--- src/rtl/iodir_pkg.sv ---
package iodir_pkg;
    typedef enum logic [1:0] {
        ST_IDLE,
        ST_DELAY,
        ST_COPY,
        ST_PULSE
    } arb_state_t;

    localparam int SIDE_HOST = 0;
    localparam int SIDE_CARD = 1;
    localparam int NUM_SIDES = 2;
endpackage

--- src/rtl/iodir_sync.sv ---
module iodir_sync #(
    parameter int STAGES = 2
) (
    input  logic clk,
    input  logic rst_n,
    input  logic line_i,
    output logic level_o,
    output logic fall_o
);
    logic [STAGES-1:0] chain_q;
    logic              prev_q;

    always_ff @(posedge clk or negedge rst_n) begin
        if (!rst_n) begin
            chain_q <= '1;
            prev_q  <= 1'b1;
        end else begin
            chain_q <= {chain_q[STAGES-2:0], line_i};
            prev_q  <= chain_q[STAGES-1];
        end
    end

    assign level_o = chain_q[STAGES-1];
    assign fall_o  = prev_q & ~chain_q[STAGES-1];
endmodule

--- src/rtl/iodir_fsm.sv ---
module iodir_fsm
    import iodir_pkg::*;
#(
    parameter int DELAY_CYC = 6,
    parameter int PULSE_CYC = 3
) (
    input  logic                 clk,
    input  logic                 rst_n,
    input  logic [NUM_SIDES-1:0] level_i,
    input  logic [NUM_SIDES-1:0] fall_i,
    output logic [NUM_SIDES-1:0] pull_low_o,
    output logic [NUM_SIDES-1:0] pull_up_o
);
    localparam int MAX_CYC = (DELAY_CYC > PULSE_CYC) ? DELAY_CYC : PULSE_CYC;
    localparam int CW      = (MAX_CYC > 1) ? $clog2(MAX_CYC) : 1;
    localparam logic [CW-1:0] DELAY_LAST = CW'(DELAY_CYC - 1);
    localparam logic [CW-1:0] PULSE_LAST = CW'(PULSE_CYC - 1);

    arb_state_t    state_q, state_d;
    logic          dir_q, dir_d;      // 0: host is master, 1: card is master
    logic [CW-1:0] cnt_q, cnt_d;
    logic          master_hi;

    assign master_hi = level_i[dir_q];

    // next-state and state register
    always_comb begin
        state_d = state_q;
        dir_d   = dir_q;
        cnt_d   = cnt_q;
        unique case (state_q)
            ST_IDLE: begin
                cnt_d = '0;
                if (fall_i[SIDE_HOST]) begin
                    dir_d   = 1'b0;
                    state_d = ST_DELAY;
                end else if (fall_i[SIDE_CARD]) begin
                    dir_d   = 1'b1;
                    state_d = ST_DELAY;
                end
            end
            ST_DELAY: begin
                if (master_hi) begin
                    state_d = ST_PULSE;
                    cnt_d   = '0;
                end else if (cnt_q == DELAY_LAST) begin
                    state_d = ST_COPY;
                    cnt_d   = '0;
                end else begin
                    cnt_d = cnt_q + 1'b1;
                end
            end
            ST_COPY: begin
                if (master_hi) begin
                    state_d = ST_PULSE;
                    cnt_d   = '0;
                end
            end
            ST_PULSE: begin
                if (cnt_q == PULSE_LAST) begin
                    state_d = ST_IDLE;
                    cnt_d   = '0;
                end else begin
                    cnt_d = cnt_q + 1'b1;
                end
            end
            default: state_d = ST_IDLE;
        endcase
    end

    always_ff @(posedge clk or negedge rst_n) begin
        if (!rst_n) begin
            state_q <= ST_IDLE;
            dir_q   <= 1'b0;
            cnt_q   <= '0;
        end else begin
            state_q <= state_d;
            dir_q   <= dir_d;
            cnt_q   <= cnt_d;
        end
    end

    // output decode: only the slave side (index ~dir_q) is ever driven
    always_comb begin
        pull_low_o = '0;
        pull_up_o  = '0;
        unique case (state_q)
            ST_IDLE, ST_DELAY: ;
            ST_COPY:  pull_low_o[~dir_q] = 1'b1;
            ST_PULSE: pull_up_o[~dir_q]  = 1'b1;
            default: ;
        endcase
    end


    no_fight_chk: assert property (@(posedge clk) disable iff (!rst_n)
        (pull_low_o & pull_up_o) == '0);


    single_drive_chk: assert property (@(posedge clk) disable iff (!rst_n)
        $countones({pull_low_o, pull_up_o}) <= 1);


    dir_hold_chk: assert property (@(posedge clk) disable iff (!rst_n)
        (state_q != ST_IDLE) |=> $stable(dir_q));


    host_tie_chk: assert property (@(posedge clk) disable iff (!rst_n)
        (state_q == ST_IDLE && fall_i[SIDE_HOST]) |=> (dir_q == 1'b0 && state_q == ST_DELAY));


    release_pulse_chk: assert property (@(posedge clk) disable iff (!rst_n)
        (state_q == ST_COPY && master_hi) |=> (pull_up_o[~dir_q] && pull_low_o == '0));


    pulse_end_chk: assert property (@(posedge clk) disable iff (!rst_n)
        (state_q == ST_PULSE && cnt_q == PULSE_LAST) |=> (pull_up_o == '0 && pull_low_o == '0));
endmodule

--- src/rtl/io_dir_arbiter.sv ---
module io_dir_arbiter
    import iodir_pkg::*;
#(
    parameter int DELAY_CYC   = 6,
    parameter int PULSE_CYC   = 3,
    parameter int SYNC_STAGES = 2
) (
    input  logic clk,
    input  logic rst_n,
    input  logic host_line_i,
    input  logic card_line_i,
    output logic host_pull_low_o,
    output logic card_pull_low_o,
    output logic host_pull_up_o,
    output logic card_pull_up_o
);
    logic [NUM_SIDES-1:0] raw_line;
    logic [NUM_SIDES-1:0] level;
    logic [NUM_SIDES-1:0] fall;
    logic [NUM_SIDES-1:0] pull_low;
    logic [NUM_SIDES-1:0] pull_up;

    assign raw_line[SIDE_HOST] = host_line_i;
    assign raw_line[SIDE_CARD] = card_line_i;

    for (genvar s = 0; s < NUM_SIDES; s++) begin : g_side
        iodir_sync #(.STAGES(SYNC_STAGES)) u_sync (
            .clk     (clk),
            .rst_n   (rst_n),
            .line_i  (raw_line[s]),
            .level_o (level[s]),
            .fall_o  (fall[s])
        );
    end

    iodir_fsm #(
        .DELAY_CYC (DELAY_CYC),
        .PULSE_CYC (PULSE_CYC)
    ) u_fsm (
        .clk        (clk),
        .rst_n      (rst_n),
        .level_i    (level),
        .fall_i     (fall),
        .pull_low_o (pull_low),
        .pull_up_o  (pull_up)
    );

    assign host_pull_low_o = pull_low[SIDE_HOST];
    assign card_pull_low_o = pull_low[SIDE_CARD];
    assign host_pull_up_o  = pull_up[SIDE_HOST];
    assign card_pull_up_o  = pull_up[SIDE_CARD];
endmodule

--- config.mk ---
export PLATFORM = sky130hd
export DESIGN_NAME = io_dir_arbiter
export DESIGN_NICKNAME = d
export VERILOG_FILES = /design/src/rtl/iodir_pkg.sv /design/src/rtl/iodir_sync.sv /design/src/rtl/iodir_fsm.sv /design/src/rtl/io_dir_arbiter.sv
export SDC_FILE = /design/constraint.sdc
export NUM_CORES = 1
export LEC_CHECK = 0
export BUFFER_PORTS_ARGS = -buffer_cell sky130_fd_sc_hd__buf_2
export CORE_AREA = 2 2 39 41
export DETAILED_ROUTE_END_ITERATION = 6
export DIE_AREA = 0 0 41 43
export GPL_ROUTABILITY_DRIVEN = 0
export PLACE_DENSITY = 0.77
export SLEW_MARGIN = 20
export SYNTH_ARGS = -nofsm -noshare
export SYNTH_HDL_FRONTEND = slang
export SYNTH_HIERARCHICAL = 1
export SYNTH_SLANG_ARGS = --single-unit
export TNS_END_PERCENT = 5
--- constraint.sdc ---
create_clock -name clk -period 2.84 [get_ports clk]
set_input_delay 0.142 -clock clk [delete_from_list [all_inputs] [get_ports clk]]
set_output_delay 0.142 -clock clk [all_outputs]
set_load 0.02 [all_outputs]
==> summary.md, run 1 <==
| Metric | Value |
|---|---|
| Critical path required time | `2.99 ns` |
| Cell depth of the worst flop-to-flop path | `6` |
| Crit path capture type | `register` |
| Crit path setup slack, layout | `roughly 1.1 ns` |
| Syn Nets | `66` |
| Min-delay worst type | `in2async` |
| Total clock buffers created by CTS | `3` |
| Area inside the core boundary | `1380 um^2` |
| Site row count | `14` |
| Global Route Usage Sum | `14.9%` |
| Pre-CTS setup slack | `1.08 ns` |
| Sequential cell area | `~300 um^2` |
| Chip height | `43 um` |
| Highest Clock Rate | `559 MHz` |
| Share of cells above drive strength 1 | `between 30% and 40%` |
| Vias in the first global route | `424` |
| Static leakage power | `0.366 nW` |
| Post-CTS resize count | `0` |
| DRC violation total after the first TritonRoute iteration | `3` |
| Sequential element share of the synthesized area | `46.0%` |
| Post-DR vias/cell | `5.58` |
| Fill cell count | `between 100 and 150` |
| Initial antenna violation count | `0` |
| Beginning of the worst register-to-register path | `u_fsm/state_q[0]$_DFFE_PN0P_` |
| Overall power | `0.797 mW` |
| First-pass GRT wire length | `1710 um` |
| Synthesized cell area | `about 670 um^2` |
| Port Buffers | `7` |
| Flop and latch count out of synthesis | `12` |
| Type of origin of the critical path | `register` |
| CTS tree | `built` |
| CP Data Arrival Time | `1.94 ns` |
| Share of the clock period used by the worst path | `63.0%` |
| RR Endpoint | `u_fsm/state_q[1]$_DFFE_PN0P_` |
| Maximum VDD drop | `between 400 and 500 uV` |
| Register clock-pin slew on the reported worst setup and hold paths | `about 0.060 ns` |
| Min cycle time layout | `~1.8 ns` |
| Bufs on Longest Clock Path | `2` |
| Average instance area after synthesis | `11.7 um^2` |
| Setup repair after global routing missed its margin | `false` |
| CTS Sinks | `12` |
| Depth of the CTS H-tree | `1` |
| Post-CTS setup repair buffer count | `0` |
| Total number of yosys warnings | `6` |
| DIE AREA | `1760 um^2` |
| Final Hold Slack | `0.275 ns` |
| Max-capacitance violation count | `0` |
| Number of max-slew violations in the final report | `0` |
| Share of the core filled with cells | `55.3%` |
| Sum of routed wire length over all layers | `1040 um` |
| Distinct cell type count of the synthesized netlist | `27` |
| Number of top-level pins | `8` |
| Worst-Margin Slew | `0.414 ns` |
| DP HPWL | `828 um` |
| Sum of negative setup slack | `0 ns` |
| Number of detailed-routing iterations run before antenna repair | `4` |
| Register-to-register setup slack | `1.05 ns` |
| Multi-input gate area in the final layout | `335 um^2` |
| Hold violation count in the final report | `0` |
| Kind of critical path | `reg2reg` |
| Run status | `completed` |
| Final routed wire length divided by cell count | `12.3 um` |
| Residual DRC count | `0` |
| Synth-to-layout area growth | `14.4%` |
| Maximum number of pins on one net before global-route repair | `13` |
| Number of diodes | `0` |
| Clock insertion delay at the later pin of the skew report | `0.26 ns` |
| Worst clock skew | `between 0.004 and 0.005 ns` |
| Post-DRT Antenna Nets | `0` |
| Starting Density | `48.4%` |
| Die width | `41 um` |
| Final global-route overflow total | `0` |
| Slew Limit Headroom | `71.7%` |
| Nets | `80` |
| Final count of negative-setup-slack endpoints | `0` |
| Instance count of the mapped netlist | `57` |
| Max Fanout on Critical Path | `6` |
| Pwr Density | `1040 nW/um^2` |
| Via count | `474` |
| Master cell of the clock root buffer | `clkbuf_4` |
## critical path, cell delays in order, from the launching register on
cell,delay (ns)
dfrtp_1,0.39
inv_1,0.13
ha_1,0.29
nor4b_1,0.27
a211o_1,0.20
nand3_2,0.09
mux2_4,0.30
## through the flow
stage,instance area (um^2),instances
after floorplan,669,57
after global placement,713,79
after detailed placement,713,79
after CTS,766,85
after global routing,766,85
final,766,85
## state kept, by name (all words and copies together), names as in the netlist
name and cells:
g_side.u_sync/chain_q 4, u_fsm/dir_q 1, u_fsm/cnt_q 3, g_side.u_sync/prev_q 2
u_fsm/state_q 2
## logic make-up after synthesis
family                   synth area share, %
AO/OA/AOI/OAI                           18.7
adder cells (fa/ha/maj)                 9.35
buffers and inverters                   3.92
flip-flops                              46.0
multiplexers                            6.54
AND/OR/NAND/NOR                         15.5
## area by class of cell
| cell class | instances | area share (%) |
|---|---|---|
| multi-input combinational | 40 | 43.8 |
| sequential | 12 | 40.2 |
| timing repair buffer | 10 | 8.50 |
| clock buffer | 3 | 2.94 |
| tap | 16 | 2.61 |
| inverter | 4 | 1.96 |
## metal layers
| metal | GRT usage, % | share of wire, % | vias to the layer above |
|---|---|---|---|
| li1 | - | - | 231 |
| met1 | 18.0 | 46 | 232 |
| met2 | 22.5 | 49 | 9 |
| met3 | 6.28 | 4.3 | 2 |
| met4 | 6.00 | 0.58 | 0 |
| met5 | 0 | 0 | - |
## worst max-delay path by stage
stage	from	end
finish	u_fsm/state_q[0]$_DFFE_PN0P_	u_fsm/state_q[1]$_DFFE_PN0P_
global route	u_fsm/state_q[0]$_DFFE_PN0P_	u_fsm/state_q[1]$_DFFE_PN0P_
global placement	u_fsm/state_q[0]$_DFFE_PN0P_	u_fsm/state_q[1]$_DFFE_PN0P_
floorplan	u_fsm/state_q[0]$_DFFE_PN0P_	u_fsm/state_q[1]$_DFFE_PN0P_
detailed placement	u_fsm/state_q[0]$_DFFE_PN0P_	u_fsm/state_q[1]$_DFFE_PN0P_
CTS	u_fsm/state_q[0]$_DFFE_PN0P_	u_fsm/state_q[1]$_DFFE_PN0P_
## power breakdown
group | internal (mW) | switching (mW)
clock network | 0.0488 | 0.0455
registers | 0.217 | 0.0576
logic | 0.206 | 0.222
## repair_timing
item	in CTS	in global routing
endpoints found under the hold margin	14	0
setup endpoints to repair	0	0
hold buffers	3	0
## synth_stat cells (all sizes together)
cell	number	area share [%]
dfrtp	6	22
dfstp	6	24
ha	5	9.3
nor2	5	2.8
inv	4	2.2
nand2	3	1.7
nor2b	3	5.0
o21ai	3	2.2
a211o	2	2.6
a21oi	2	1.5
and2	2	1.9
mux2	2	4.5
o21a	2	2.2
a2111oi	1	1.3
a21o	1	1.1
a22o	1	1.3
a22oi	1	1.9
a2bb2oi	1	2.2
buf	1	1.7
mux2i	1	2.1
nand3	1	1.5
nor4b	1	1.3
o2111ai	1	1.3
o22ai	1	0.94
or3b	1	1.3
## cells in the final DEF (no fill, tap or decap)
cell type      instances
a22oi_2                1
dlygate4sd3_1          3
a21oi_1                2
o21ai_1                2
o21ai_0                1
nor2_1                 5
o2111ai_1              1
a2111oi_0              1
a22o_1                 1
buf_2                  7
nand3_2                1
dfrtp_1                6
nand2_1                3
a21o_1                 1
o22ai_1                1
or3b_1                 1
a211o_1                2
nor2b_1                1
ha_1                   5
clkbuf_4               3
mux2_4                 2
and2_1                 2
o21a_1                 2
nor4b_1                1
nor2b_4                2
mux2i_2                1
dfstp_2                6
a2bb2oi_2              1
inv_1                  4
Note: power is estimated with default switching activity, not from simulation.
==> run 2, diff against run 1 <==
- ABC_AREA: not set -> 1
- clock period: 2.84 -> 1.65 ns (I/O delays scaled with it)
==> run 2 against run 1 <==
  * Count of clock-buffer cells in the layout rose by 1
  * Power is 61% higher
  * Register-to-register slack worse by 0.75 ns
  * Synthesized area is 1.5% lower
  * Critical path depth shrank 1
  * Synthesized cell count is 30% higher
  * Clock power increased by 140%
  * Critical endpoint is now card_pull_low_o
  * Largest cell class is now flip-flops and latches
==> summary.md, run 2 <==
| Metric | Value |
|---|---|
| Run status | `completed` |
| Port Buffers | `7 (unchanged)` |
| Die width | `41 um (unchanged)` |
| Number of top-level pins | `8 (unchanged)` |
| Chip height | `43 um (unchanged)` |
| Post-DRT Antenna Nets | `0 (unchanged)` |
| Number of placed instances with taps included | `97 (+23%)` |
| Global Route Usage Sum | `15.4% (+0.47 points)` |
| Number of diodes | `0 (unchanged)` |
| First-pass GRT wire length | `1720 um (+0.41%)` |
| Worst clock skew | `0.00263 ns (-0.00175 ns)` |
| Register clock-pin slew on the reported worst setup and hold paths | `0.07 ns (about the same)` |
| CP Data Arrival Time | `1.39 ns (-0.55 ns)` |
| Residual DRC count | `0 (unchanged)` |
| Worst-Margin Slew | `0.275 ns (-0.139 ns)` |
| Bufs on Longest Clock Path | `2 (unchanged)` |
| Flop and latch count out of synthesis | `12 (unchanged)` |
| Register-to-register setup slack | `0.30 ns (-0.75 ns)` |
| Setup repair after global routing missed its margin | `false` |
| Final count of negative-setup-slack endpoints | `0 (unchanged)` |
| Min-delay worst type | `in2async` |
| Number of max-slew violations in the final report | `0 (unchanged)` |
| Top cells by count, synth | `inv_1 (16), nand2_1 (11), nand3_1 (7)` |
| Top-count cell post-synth | `inv_1` |
| DRC violation total after the first TritonRoute iteration | `16 (+13)` |
| Sum of routed wire length over all layers | `1070 um (+3.0%)` |
| Average instance area after synthesis | `8.91 um^2 (-24%)` |
| Final global-route overflow total | `0 (unchanged)` |
| Highest Clock Rate | `677 MHz` |
| Post-DR vias/cell | `4.77 (-14%)` |
| Cell depth of the worst flop-to-flop path | `8 (+2)` |
| Depth of the CTS H-tree | `1 (unchanged)` |
| Clock insertion delay at the later pin of the skew report | `0.27 ns (about the same)` |
| Site row count | `14 (unchanged)` |
| Synthesized cell area | `659 um^2 (-1.5%)` |
| Share of the clock period used by the worst path | `89.5%` |
| Total number of yosys warnings | `6 (unchanged)` |
| Overall power | `1.28 mW (+61%)` |
| Vias in the first global route | `448 (+5.7%)` |
| Flip-flop count of the largest register after layout | `4 (unchanged)` |
| Master cell of the clock root buffer | `clkbuf_4` |
| Number of detailed-routing iterations run before antenna repair | `2 (-2)` |
| Distinct cell type count of the synthesized netlist | `16 (-41%)` |
| Area inside the core boundary | `1380 um^2 (unchanged)` |
| Dominant cell type by count on the critical path | `inv_1` |
| Commonest cells after routing, fill and taps aside | `inv_1 (16), nand2_1 (11), buf_2 (7), nand3_1 (7)` |
| Fill cell count | `117 (-5.6%)` |
| Number of flops mapped to enable cells by yosys | `0 (unchanged)` |
| Registers with the most flip-flops | `g_side.u_sync/chain_q x4, u_fsm/cnt_q x3` |
| DIE AREA | `1760 um^2 (unchanged)` |
| Pwr Density | `1640 nW/um^2 (+58%)` |
| Max-capacitance violation count | `0 (unchanged)` |
| Kind of critical path | `reg2out` |
| Nets | `98 (+23%)` |
| Crit path capture type | `output pin` |
| Max Fanout on Critical Path | `5 (-1)` |
| Share of cells above drive strength 1 | `31.8% (-3.0 points)` |
| Instance count of the mapped netlist | `74 (+30%)` |
| CTS Sinks | `12 (unchanged)` |
| Top register by number of flip-flops | `g_side.u_sync/chain_q` |
| Share of synthesized registers carrying an async set or reset | `100% (unchanged)` |
| Maximum single-stage delay on the critical path | `0.43 ns (+0.04 ns)` |
| Sequence of cells on the critical path | `inv_1 -> ha_1 -> inv_1 -> nor2_1 -> buf_2` |
| Sum of negative setup slack | `0 ns (unchanged)` |
| Library cell occupying the most area in the post-synthesis netlist | `dfstp_2` |
| Static leakage power | `0.410 nW (+12%)` |
| Main area contributors after synthesis | `dfstp_2 (24%), dfrtp_1 (23%), ha_1 (9.5%), inv_1 (9.1%), nand2_1 (6.3%)` |
| Slew Limit Headroom | `81.7% (+10 points)` |
| Hold violation count in the final report | `0 (unchanged)` |
| Type of origin of the critical path | `register` |
| Critical-path top delay cell | `dfrtp_1` |
| Via count | `496 (+4.6%)` |
| Most common cell after layout, fill and taps aside | `inv_1` |
| CTS tree | `built` |
| Synth-to-layout area growth | `18.4%` |
| DP HPWL | `822 um (-0.81%)` |
| Critical path required time | `1.57 ns (-1.42 ns)` |
| Maximum number of pins on one net before global-route repair | `13 (unchanged)` |
| Starting Density | `47.6% (-0.72 points)` |
| Final routed wire length divided by cell count | `10.3 um (-16%)` |
| Syn Nets | `83 (+26%)` |
| Min cycle time layout | `approximately 1.5 ns` |
| Top-area cell type share of the netlist area | `23.9% (+0.36 points)` |
| Number of non-filler instances in the completed layout | `104 (+22%)` |
| Total clock buffers created by CTS | `3 (unchanged)` |
| Sequential element share of the synthesized area | `46.7% (+0.70 points)` |
| Main flop type after synthesis | `dfstp_2` |
| Initial antenna violation count | `0 (unchanged)` |
| Maximum VDD drop | `643 uV (+31%)` |
==> run 2: cell count changes in the layout (fill, tap and decap cells not counted), moves of 3 or more <==
cell	delta
inv_1	+12
nand2_1	+8
nand2_2	+4
nand3_1	+7
nand4_1	+3
nor2_1	-3
o21ai_0	+4
==> run 2: layout make-up <==
type	instances	area [um^2]	share of cell area (%)
Multi-Input combinational cell	44	284	36.4
Tap cell	16	20.0	2.56
Sequential cell	12	308	39.4
Inverter	18	67.6	8.65
Timing Repair Buffer	10	65.1	8.33
Clock buffer	4	36.3	4.65
==> run 2: cells by family (layout without fill, tap and decap cells) <==
logic type | Yosys count | after routing | synth area share, %
and+or+nand+nor | 32 | 32 | 27.1
buffers and inverters | 18 | 32 | 10.2
DFF | 12 | 12 | 46.7
adders and majority gates | 5 | 5 | 9.49
AOI/OAI and AO/OA | 5 | 5 | 3.79
xor gates and xnor gates | 2 | 2 | 2.66
==> run 2: critical path: cells and delay by family (launching register included) <==
kind                       cells  cell delay [ns]
and+or+nand+nor                1             0.08
adders and majority gates      1             0.25
DFF                            1             0.43
buffers and inverters          3             0.36
==> run 2: path summary, 6_finish.rpt <==
kind	start	endpoint
setup / recovery	u_fsm/state_q[0]$_DFFE_PN0P_	card_pull_low_o
hold / removal	rst_n	u_fsm/state_q[0]$_DFFE_PN0P_
setup reg to reg	u_fsm/state_q[0]$_DFFE_PN0P_	u_fsm/state_q[0]$_DFFE_PN0P_
hold reg to reg	g_side[0].u_sync/chain_q[0]$_DFF_PN1_	g_side[0].u_sync/chain_q[1]$_DFF_PN1_
max in group asynchronous	rst_n	g_side[0].u_sync/prev_q$_DFF_PN1_
min in group clk	g_side[0].u_sync/chain_q[0]$_DFF_PN1_	g_side[0].u_sync/chain_q[1]$_DFF_PN1_
==> run 2: metrics by stage <==
step	worst slack [ns]	util (%)	area [um^2]	hold WS (ns)
after detailed placement	0.322	51.6	714	-0.0265
after global routing	0.0520	56.4	781	0.226
after global placement	0.353	51.6	714	-0.0302
after floorplan	0.445	-	659	-0.213
after CTS	0.144	56.4	781	0.203
final	0.173	56.4	781	0.217
==> run 2: report_power, final <==
group	leakage [nW]	switching [mW]	internal [mW]
clock	0.0210	0.0953	0.134
sequential	0.140	0.0865	0.370
combinational	0.249	0.377	0.221
==> run 2: timing repair <==
action / CTS / global route
endpoints found under the hold margin: 14 / 0
hold buffers: 3 / 0
gates resized for setup: 0 / 0
buffers inserted: 0 / 0
==> run 2: layer usage <==
layer | GRT usage (%) | up-vias | wire length (um)
met4 | 14.0 | 0 | 9
li1 | - | 260 | -
met3 | 3.14 | 2 | 30
met2 | 21.9 | 6 | 514
met1 | 18.2 | 228 | 520
met5 | 0 | - | 0
